## src/rtl/rstc_pkg.sv

```systemverilog
package rstc_pkg;
  localparam int KEY_W          = 8;
  localparam logic [7:0] KEY_VALUE = 8'h88;
  localparam int CTRL_OFS       = 'h18;
  localparam int MASK_OFS       = 'hFC;

  typedef enum logic [1:0] {
    SEL_NONE = 2'd0,
    SEL_CTRL = 2'd1,
    SEL_MASK = 2'd2
  } reg_sel_e;
endpackage

```

## src/rtl/rstc_key_gate.sv

```systemverilog
module rstc_key_gate #(
  parameter int ADDR_W = 8,
  parameter int DATA_W = 32
) (
  input  logic              wr_en,
  input  logic [ADDR_W-1:0] addr,
  input  logic [DATA_W-1:0] wdata,
  output logic              ld_ctrl,
  output logic              ld_mask
);
  import rstc_pkg::*;

  logic     key_ok;
  reg_sel_e sel;

  always_comb begin
    key_ok = (wdata[DATA_W-1 -: KEY_W] == KEY_VALUE);
    if (addr == ADDR_W'(CTRL_OFS))      sel = SEL_CTRL;
    else if (addr == ADDR_W'(MASK_OFS)) sel = SEL_MASK;
    else                                sel = SEL_NONE;
    ld_ctrl = wr_en && key_ok && (sel == SEL_CTRL);
    ld_mask = wr_en && key_ok && (sel == SEL_MASK);
  end
endmodule

```

## src/rtl/rstc_regs.sv

```systemverilog
module rstc_regs #(
  parameter int NUM_LINES = 24
) (
  input  logic                 clk,
  input  logic                 rst,
  input  logic                 ld_ctrl,
  input  logic                 ld_mask,
  input  logic [NUM_LINES-1:0] din,
  output logic [NUM_LINES-1:0] ctrl_q,
  output logic [NUM_LINES-1:0] mask_q
);
  for (genvar i = 0; i < NUM_LINES; i++) begin : g_bit
    always_ff @(posedge clk) begin
      if (rst) begin
        ctrl_q[i] <= 1'b0;
        mask_q[i] <= 1'b0;
      end else begin
        if (ld_ctrl) ctrl_q[i] <= din[i];
        if (ld_mask) mask_q[i] <= din[i];
      end
    end
  end
endmodule

```

## src/rtl/rstc_out_stage.sv

```systemverilog
module rstc_out_stage #(
  parameter int NUM_LINES = 24
) (
  input  logic                 clk,
  input  logic                 rst,
  input  logic [NUM_LINES-1:0] ctrl_q,
  input  logic [NUM_LINES-1:0] mask_q,
  output logic [NUM_LINES-1:0] rst_out
);
  for (genvar i = 0; i < NUM_LINES; i++) begin : g_line
    always_ff @(posedge clk) begin
      if (rst) rst_out[i] <= 1'b0;
      else     rst_out[i] <= ctrl_q[i] & mask_q[i];
    end
  end
endmodule

```

## src/rtl/rstc_read_port.sv

```systemverilog
module rstc_read_port #(
  parameter int NUM_LINES = 24,
  parameter int ADDR_W    = 8,
  parameter int DATA_W    = 32
) (
  input  logic                 clk,
  input  logic                 rst,
  input  logic                 rd_en,
  input  logic [ADDR_W-1:0]    addr,
  input  logic [NUM_LINES-1:0] ctrl_q,
  input  logic [NUM_LINES-1:0] mask_q,
  output logic [DATA_W-1:0]    rdata
);
  import rstc_pkg::*;

  logic [DATA_W-1:0] rd_next;

  always_comb begin
    rd_next = '0;
    if (addr == ADDR_W'(CTRL_OFS))      rd_next[NUM_LINES-1:0] = ctrl_q;
    else if (addr == ADDR_W'(MASK_OFS)) rd_next[NUM_LINES-1:0] = mask_q;
  end

  always_ff @(posedge clk) begin
    if (rst)        rdata <= '0;
    else if (rd_en) rdata <= rd_next;
  end
endmodule

```

## src/rtl/keyed_reset_ctrl.sv

```systemverilog
module keyed_reset_ctrl #(
  parameter int NUM_LINES = 24,
  parameter int ADDR_W    = 8,
  parameter int DATA_W    = 32
) (
  input  logic                 clk,
  input  logic                 rst,
  input  logic                 wr_en,
  input  logic                 rd_en,
  input  logic [ADDR_W-1:0]    addr,
  input  logic [DATA_W-1:0]    wdata,
  output logic [DATA_W-1:0]    rdata,
  output logic [NUM_LINES-1:0] rst_out
);
  localparam int FREE_BITS = DATA_W - rstc_pkg::KEY_W;

  logic                 ld_ctrl;
  logic                 ld_mask;
  logic [NUM_LINES-1:0] ctrl_q;
  logic [NUM_LINES-1:0] mask_q;

  if (NUM_LINES > FREE_BITS) begin : g_bad_cfg
    initial $error("NUM_LINES overlaps the key field");
  end

  rstc_key_gate #(.ADDR_W(ADDR_W), .DATA_W(DATA_W)) u_gate (
    .wr_en   (wr_en),
    .addr    (addr),
    .wdata   (wdata),
    .ld_ctrl (ld_ctrl),
    .ld_mask (ld_mask)
  );

  rstc_regs #(.NUM_LINES(NUM_LINES)) u_regs (
    .clk     (clk),
    .rst     (rst),
    .ld_ctrl (ld_ctrl),
    .ld_mask (ld_mask),
    .din     (wdata[NUM_LINES-1:0]),
    .ctrl_q  (ctrl_q),
    .mask_q  (mask_q)
  );

  rstc_out_stage #(.NUM_LINES(NUM_LINES)) u_out (
    .clk     (clk),
    .rst     (rst),
    .ctrl_q  (ctrl_q),
    .mask_q  (mask_q),
    .rst_out (rst_out)
  );

  rstc_read_port #(.NUM_LINES(NUM_LINES), .ADDR_W(ADDR_W), .DATA_W(DATA_W)) u_rd (
    .clk    (clk),
    .rst    (rst),
    .rd_en  (rd_en),
    .addr   (addr),
    .ctrl_q (ctrl_q),
    .mask_q (mask_q),
    .rdata  (rdata)
  );
endmodule

```

## config.mk

```make
export PLATFORM = sky130hd
export DESIGN_NAME = keyed_reset_ctrl
export DESIGN_NICKNAME = d
export VERILOG_FILES = /design/src/rtl/rstc_pkg.sv /design/src/rtl/rstc_key_gate.sv /design/src/rtl/rstc_regs.sv /design/src/rtl/rstc_out_stage.sv /design/src/rtl/rstc_read_port.sv /design/src/rtl/keyed_reset_ctrl.sv
export SDC_FILE = /design/constraint.sdc
export NUM_CORES = 1
export LEC_CHECK = 0
export BUFFER_PORTS_ARGS = -buffer_cell sky130_fd_sc_hd__buf_2
export CAP_MARGIN = 20
export CORE_UTILIZATION = 56
export DETAILED_ROUTE_END_ITERATION = 6
export PLACE_DENSITY = 0.84
export SLEW_MARGIN = 10
export SYNTH_ARGS = -nofsm -noshare
export SYNTH_HDL_FRONTEND = slang
export SYNTH_SLANG_ARGS = --single-unit
```

## constraint.sdc

```tcl
create_clock -name clk -period 1.9 [get_ports clk]
set_input_delay 0.095 -clock clk [delete_from_list [all_inputs] [get_ports clk]]
set_output_delay 0.095 -clock clk [all_outputs]
set_load 0.005 [all_outputs]
```

; Word-level counts from Yosys, hierarchy flattened
; Cells that the tools add are included.
[totals]
ff_bits = 96
output_inout_bits = 56
elab_cells = 109
[classes]
eq_ne = 5
mux = 4
bitwise_logic = 24
reduce_logical = 3
[ops]
columns = cell, count
row1 = two-way mux 24 bit, 2
row2 = AND 1 bit, 24
row3 = "equality test 8 bit, second input constant", 2
row4 = "equality test 8 x 5 -> 1 bit, second input constant", 1
row5 = two-way mux 2 bit, 2
row6 = logical AND 1 bit, 3
row7 = "equality test 2 x 1 -> 1 bit, second input constant", 1
row8 = "equality test 2 bit, second input constant", 1

; Longest topological paths before layout
[depth]
word_depth = 5
mapped_depth = 6

; Modules after synthesis
; From an unflattened synthesis, not the netlist that was laid out.
[hier_totals]
cells_unflattened = 391
hier_area_um2 = 3925.0
[modules_own_cells]
columns = mod, instances, cells_each, area_per_inst_um2, seq_area_each_um2
row1 = rstc_regs, 1, 155, 1746.7, 960.9
row2 = rstc_read_port, 1, 177, 1402.6, 480.5
row3 = rstc_out_stage, 1, 50, 718.2, 480.5
row4 = rstc_key_gate, 1, 9, 57.6, 0.0

; Least setup slack after synthesis
; OpenSTA, ideal clock, no wires.
[synth_path]
path_kind = input port to flip-flop
start = input addr[2]
end = register u_regs.ctrl_q[10]
setup_time_ns = 0.072
t_arrival_ns = 1.098
required_ns = 1.828
path_slack_ns = 0.731
stages = 5
path_buffers = 2
path_cell_list = nor4_4 nor2b_1 buf_4 buf_6 mux2i_1
[synth_between]
elab_chain_len = 5
elab_cells_between_ends = 6
classes_between = eq/ne: 3 / mux: 2 / reduce/logical: 1
[synth_rtl]
columns = element, line_no
row1 = from (decl), keyed_reset_ctrl.sv:10  ; input logic [ADDR_W-1:0] addr,
row2 = equality test 8 bit, rstc_key_gate.sv:19  ; else if (addr == ADDR_W'(MASK_OFS)) sel = SEL_MASK;
row3 = two-way mux 2 bit, rstc_key_gate.sv:19
row4 = two-way mux 2 bit *, rstc_key_gate.sv:18  ; if (addr == ADDR_W'(CTRL_OFS)) sel = SEL_CTRL;
row5 = equality test 2 x 1 -> 1 bit *, rstc_key_gate.sv:21  ; ld_ctrl = wr_en && key_ok && (sel == SEL_CTRL);
row6 = logical AND 1 bit *, rstc_key_gate.sv:21
row7 = "to (signal, indexed assignment)", rstc_regs.sv:18  ; if (ld_ctrl) ctrl_q[i] <= din[i];
row8 = to (decl), rstc_regs.sv:9  ; output logic [NUM_LINES-1:0] ctrl_q,
; Mark *: on every way between the ends. The rest lies on a longest branch, timed or not.
; A chain may end at the register's enable or synchronous reset.

; Final worst setup path
[layout_path]
start = input wdata[25]
end = register u_regs.ctrl_q[20]
[layout_between]
elab_chain_len = 3
[layout_rtl]
columns = element, line_no
row1 = from (decl), keyed_reset_ctrl.sv:11  ; input logic [DATA_W-1:0] wdata,
row2 = equality test 8 bit, rstc_key_gate.sv:17  ; key_ok = (wdata[DATA_W-1 -: KEY_W] == KEY_VALUE);
row3 = logical AND 1 bit (2 in a row), rstc_key_gate.sv:21
; Every way passes these cells.

==> qor.yml <==
synthesis:
  synth_enable_flop_cells: 0
  synth_warnings: 0
  synthArstFlopShare: 0
  synth_common_cells: "dfxtp_1 (96), nand2b_1 (72), mux2i_1 (48), nor2_1 (48), nor2b_1 (26)"
  avgSynthCellArea_um2: 9.63
  synth_top_area_share: 0.493
  synthCells: 405
  ys_ff_latch: 96
  yosysMostFrequentCell: "dfxtp_1"
  synthTopCellsByArea: "dfxtp_1 (49%), mux2i_1 (12%), nand2b_1 (12%)"
  synth.distinct_cells: 21
  seq_area_frac_synth: 0.493
  yosys.area.top_type: "dfxtp_1"
  synth_ff_type: "dfxtp_1"
  syn-cell-area_mm2: 0.00390
critical_path:
  rr_worst_depth: 3
  crit_type: "input port to flop"
  path_max_fanout: 14
  cp.required_ns: 2.18
  crit_arrival_ns: 1.56
  crit_path_start_kind: "input port"
  setup.worst_path.end_class: "flop"
grt:
  grt_max_degree: 97
  grt_pass1_wl_um: 12900
  grt_antenna_before_repair: 0
  grtUsageTotal: 0.229
  grt-ovfl-total: 0
  grt_pass1_vias: 2766
floorplan:
  start_util: 0.577
  row_count: 30
  die_w_um: 85.4
  die_y_um: 85.4
  io_pins: 100
  design.die.area_mm2: 0.00730
  core-area_mm2: 0.00676
placed_design:
  port_buffers: 91
  place.gp.congestion: 0.738
  dp_hpwl_um: 5260
  dpl_cell_area_mm2: 0.00440
hold_path:
  whs_path_depth: 3
  worstHoldPathType: "input port to flop"
final_layout:
  antenna_cells: 0
  fin_util: 0.675
  finalInstanceArea_mm2: 0.00456
  nets: 533
  area_growth_pct: 16.9
  drive_above_1_share: 0.237
cts:
  numCtsBuffers: 9
  ctsResizeCount: 0
  clockBufferDepth: 2
  cts_sinks: 96
  clkTransAtPathRegs_ns: 0.09
  clkLatencyLatePin_ns: 0.36
  cts_tree: "done"
  htreeDepth: 3
  holdBufCountCts: 0
  cts_setup_buffers: 0
  cts_root_buffer: "clkbuf_8"
route:
  routed_wirelength_um: 8040
  dr_total_vias: 2929
  routedWlPerCell_um: 14.0
  drtIter0Drc: 132
  vias_per_cell: 5.11
  remaining_drc_errors: 0
  drtPass1Iterations: 4
  antenna_left: 0
sta:
  slew_headroom: 0.314
  grt_setup_unrepaired: "false"
  tightest_slew_ns: 1.03
  fmax_ghz: 0.779
  hold_viol: 0
  clock-skew-final_ns: 0.00781
  setup_violations: 0
  finalCritPeriodShare: 0.676
  finalMaxSlewViolations: 0
  tns_ns: 0
  min_period_ns: 1.28
power_and_ir_drop:
  combPwrFrac: 0.047
  p_sw_w: 0.000770
  seqPwrFrac: 0.604
  internal-power_w: 0.00256
  leakage_nw: 1.81
  swShare: 0.231
  clkPwrFrac: 0.350
  powerDensity_mw_per_mm2: 731
  ir_drop_uv: 420
flow_run:
  drv_cap: 0
status:
  status: "completed"
[state kept, by name, summed over array words and instances, names as in the netlist]
name           cells
u_regs.ctrl_q     24
u_rd.rdata        24
u_out.rst_out     24
u_regs.mask_q     24
[worst max-delay path, cell delays in order]
cell	delay, ns
buf_2	0.10
nor4_1	0.27
nand4b_1	0.28
nor2b_4	0.36
buf_12	0.21
mux2i_1	0.23
[placed cells by master (no fill, tap or decap), drive strengths merged]
cell type	Yosys	final
clkbuf	13	11
clkinvlp	0	1
conb	1	8
nor2	48	48
buf	21	100
inv	24	26
nor4	2	2
and2	1	1
nand4b	1	1
nor2b	26	26
dfxtp	96	96
clkinv	0	1
mux2i	48	48
nor3b	1	1
and4	1	1
and4bb	1	1
a21oi	24	24
nand2	1	1
a22o	24	24
nand2b	72	72
[metrics by stage]
stage / instances / hold slack, ns / power (W) / setup slack (ns)
final: 573 / 0.0205 / 0.00333 / 0.616
after global routing: 573 / 0.0191 / 0.00346 / 0.493
after CTS: 573 / 0.00868 / 0.00336 / 0.626
after detailed placement: 558 / 0.400 / 0.00221 / 0.233
after global placement: 558 / 0.390 / 0.00221 / 0.306
after floorplan: 412 / 0.274 / 0.00215 / 0.731
[kinds of logic (layout without fill, tap and decap cells)]
family	Yosys count	after routing	synth area share
other	1	8	0.000962
buffers and inverters	58	139	0.0754
muxes	48	48	0.123
DFF	96	96	0.493
and+or+nand+nor	154	154	0.223
AOI/OAI and AO/OA	48	48	0.0847
[power by group through the flow]
stage | registers (W) | clock network [W] | logic, W
2_1_floorplan | 0.00206 | 0 | 0.0000933
3_3_place_gp | 0.00206 | 0 | 0.000153
3_5_place_dp | 0.00206 | 0 | 0.000156
4_1_cts | 0.00201 | 0.00119 | 0.000156
5_1_grt | 0.00201 | 0.00128 | 0.000170
6_report | 0.00201 | 0.00116 | 0.000155
[worst paths after layout]
check	startpoint	end	slack (ns)
worst max-delay path	wdata[25]	u_regs.ctrl_q[20]$_SDFFE_PP0P_	0.62
worst min-delay path	wdata[10]	u_regs.mask_q[10]$_SDFFE_PP0P_	0.02
worst max register to register	u_regs.mask_q[0]$_SDFFE_PP0P_	u_rd.rdata[0]$_SDFFE_PP0P_	1.03
worst min register to register	u_regs.mask_q[2]$_SDFFE_PP0P_	u_out.rst_out[2]$_SDFF_PP0_	0.45
[metal layers]
metal | part of all wire | global-route usage | wire [µm] | vias to the layer above
met4 | 0.019 | 0.109 | 149 | 0
met1 | 0.45 | 0.299 | 3610 | 1359
met2 | 0.48 | 0.358 | 3850 | 91
met3 | 0.054 | 0.0545 | 432 | 14
met5 | 0 | 0 | 0 | -
li1 | - | - | - | 1465
[layout make-up]
type / count / area (µm²)
Tap cell: 80 / 100
Inverter: 24 / 90.1
Multi-Input combinational cell: 258 / 1720
Sequential cell: 96 / 1920
Timing Repair Buffer: 100 / 561
Fill cell: 546 / 2200
Clock buffer: 11 / 131
Clock inverter: 4 / 30.0
(Power assumes the default switching activity.)
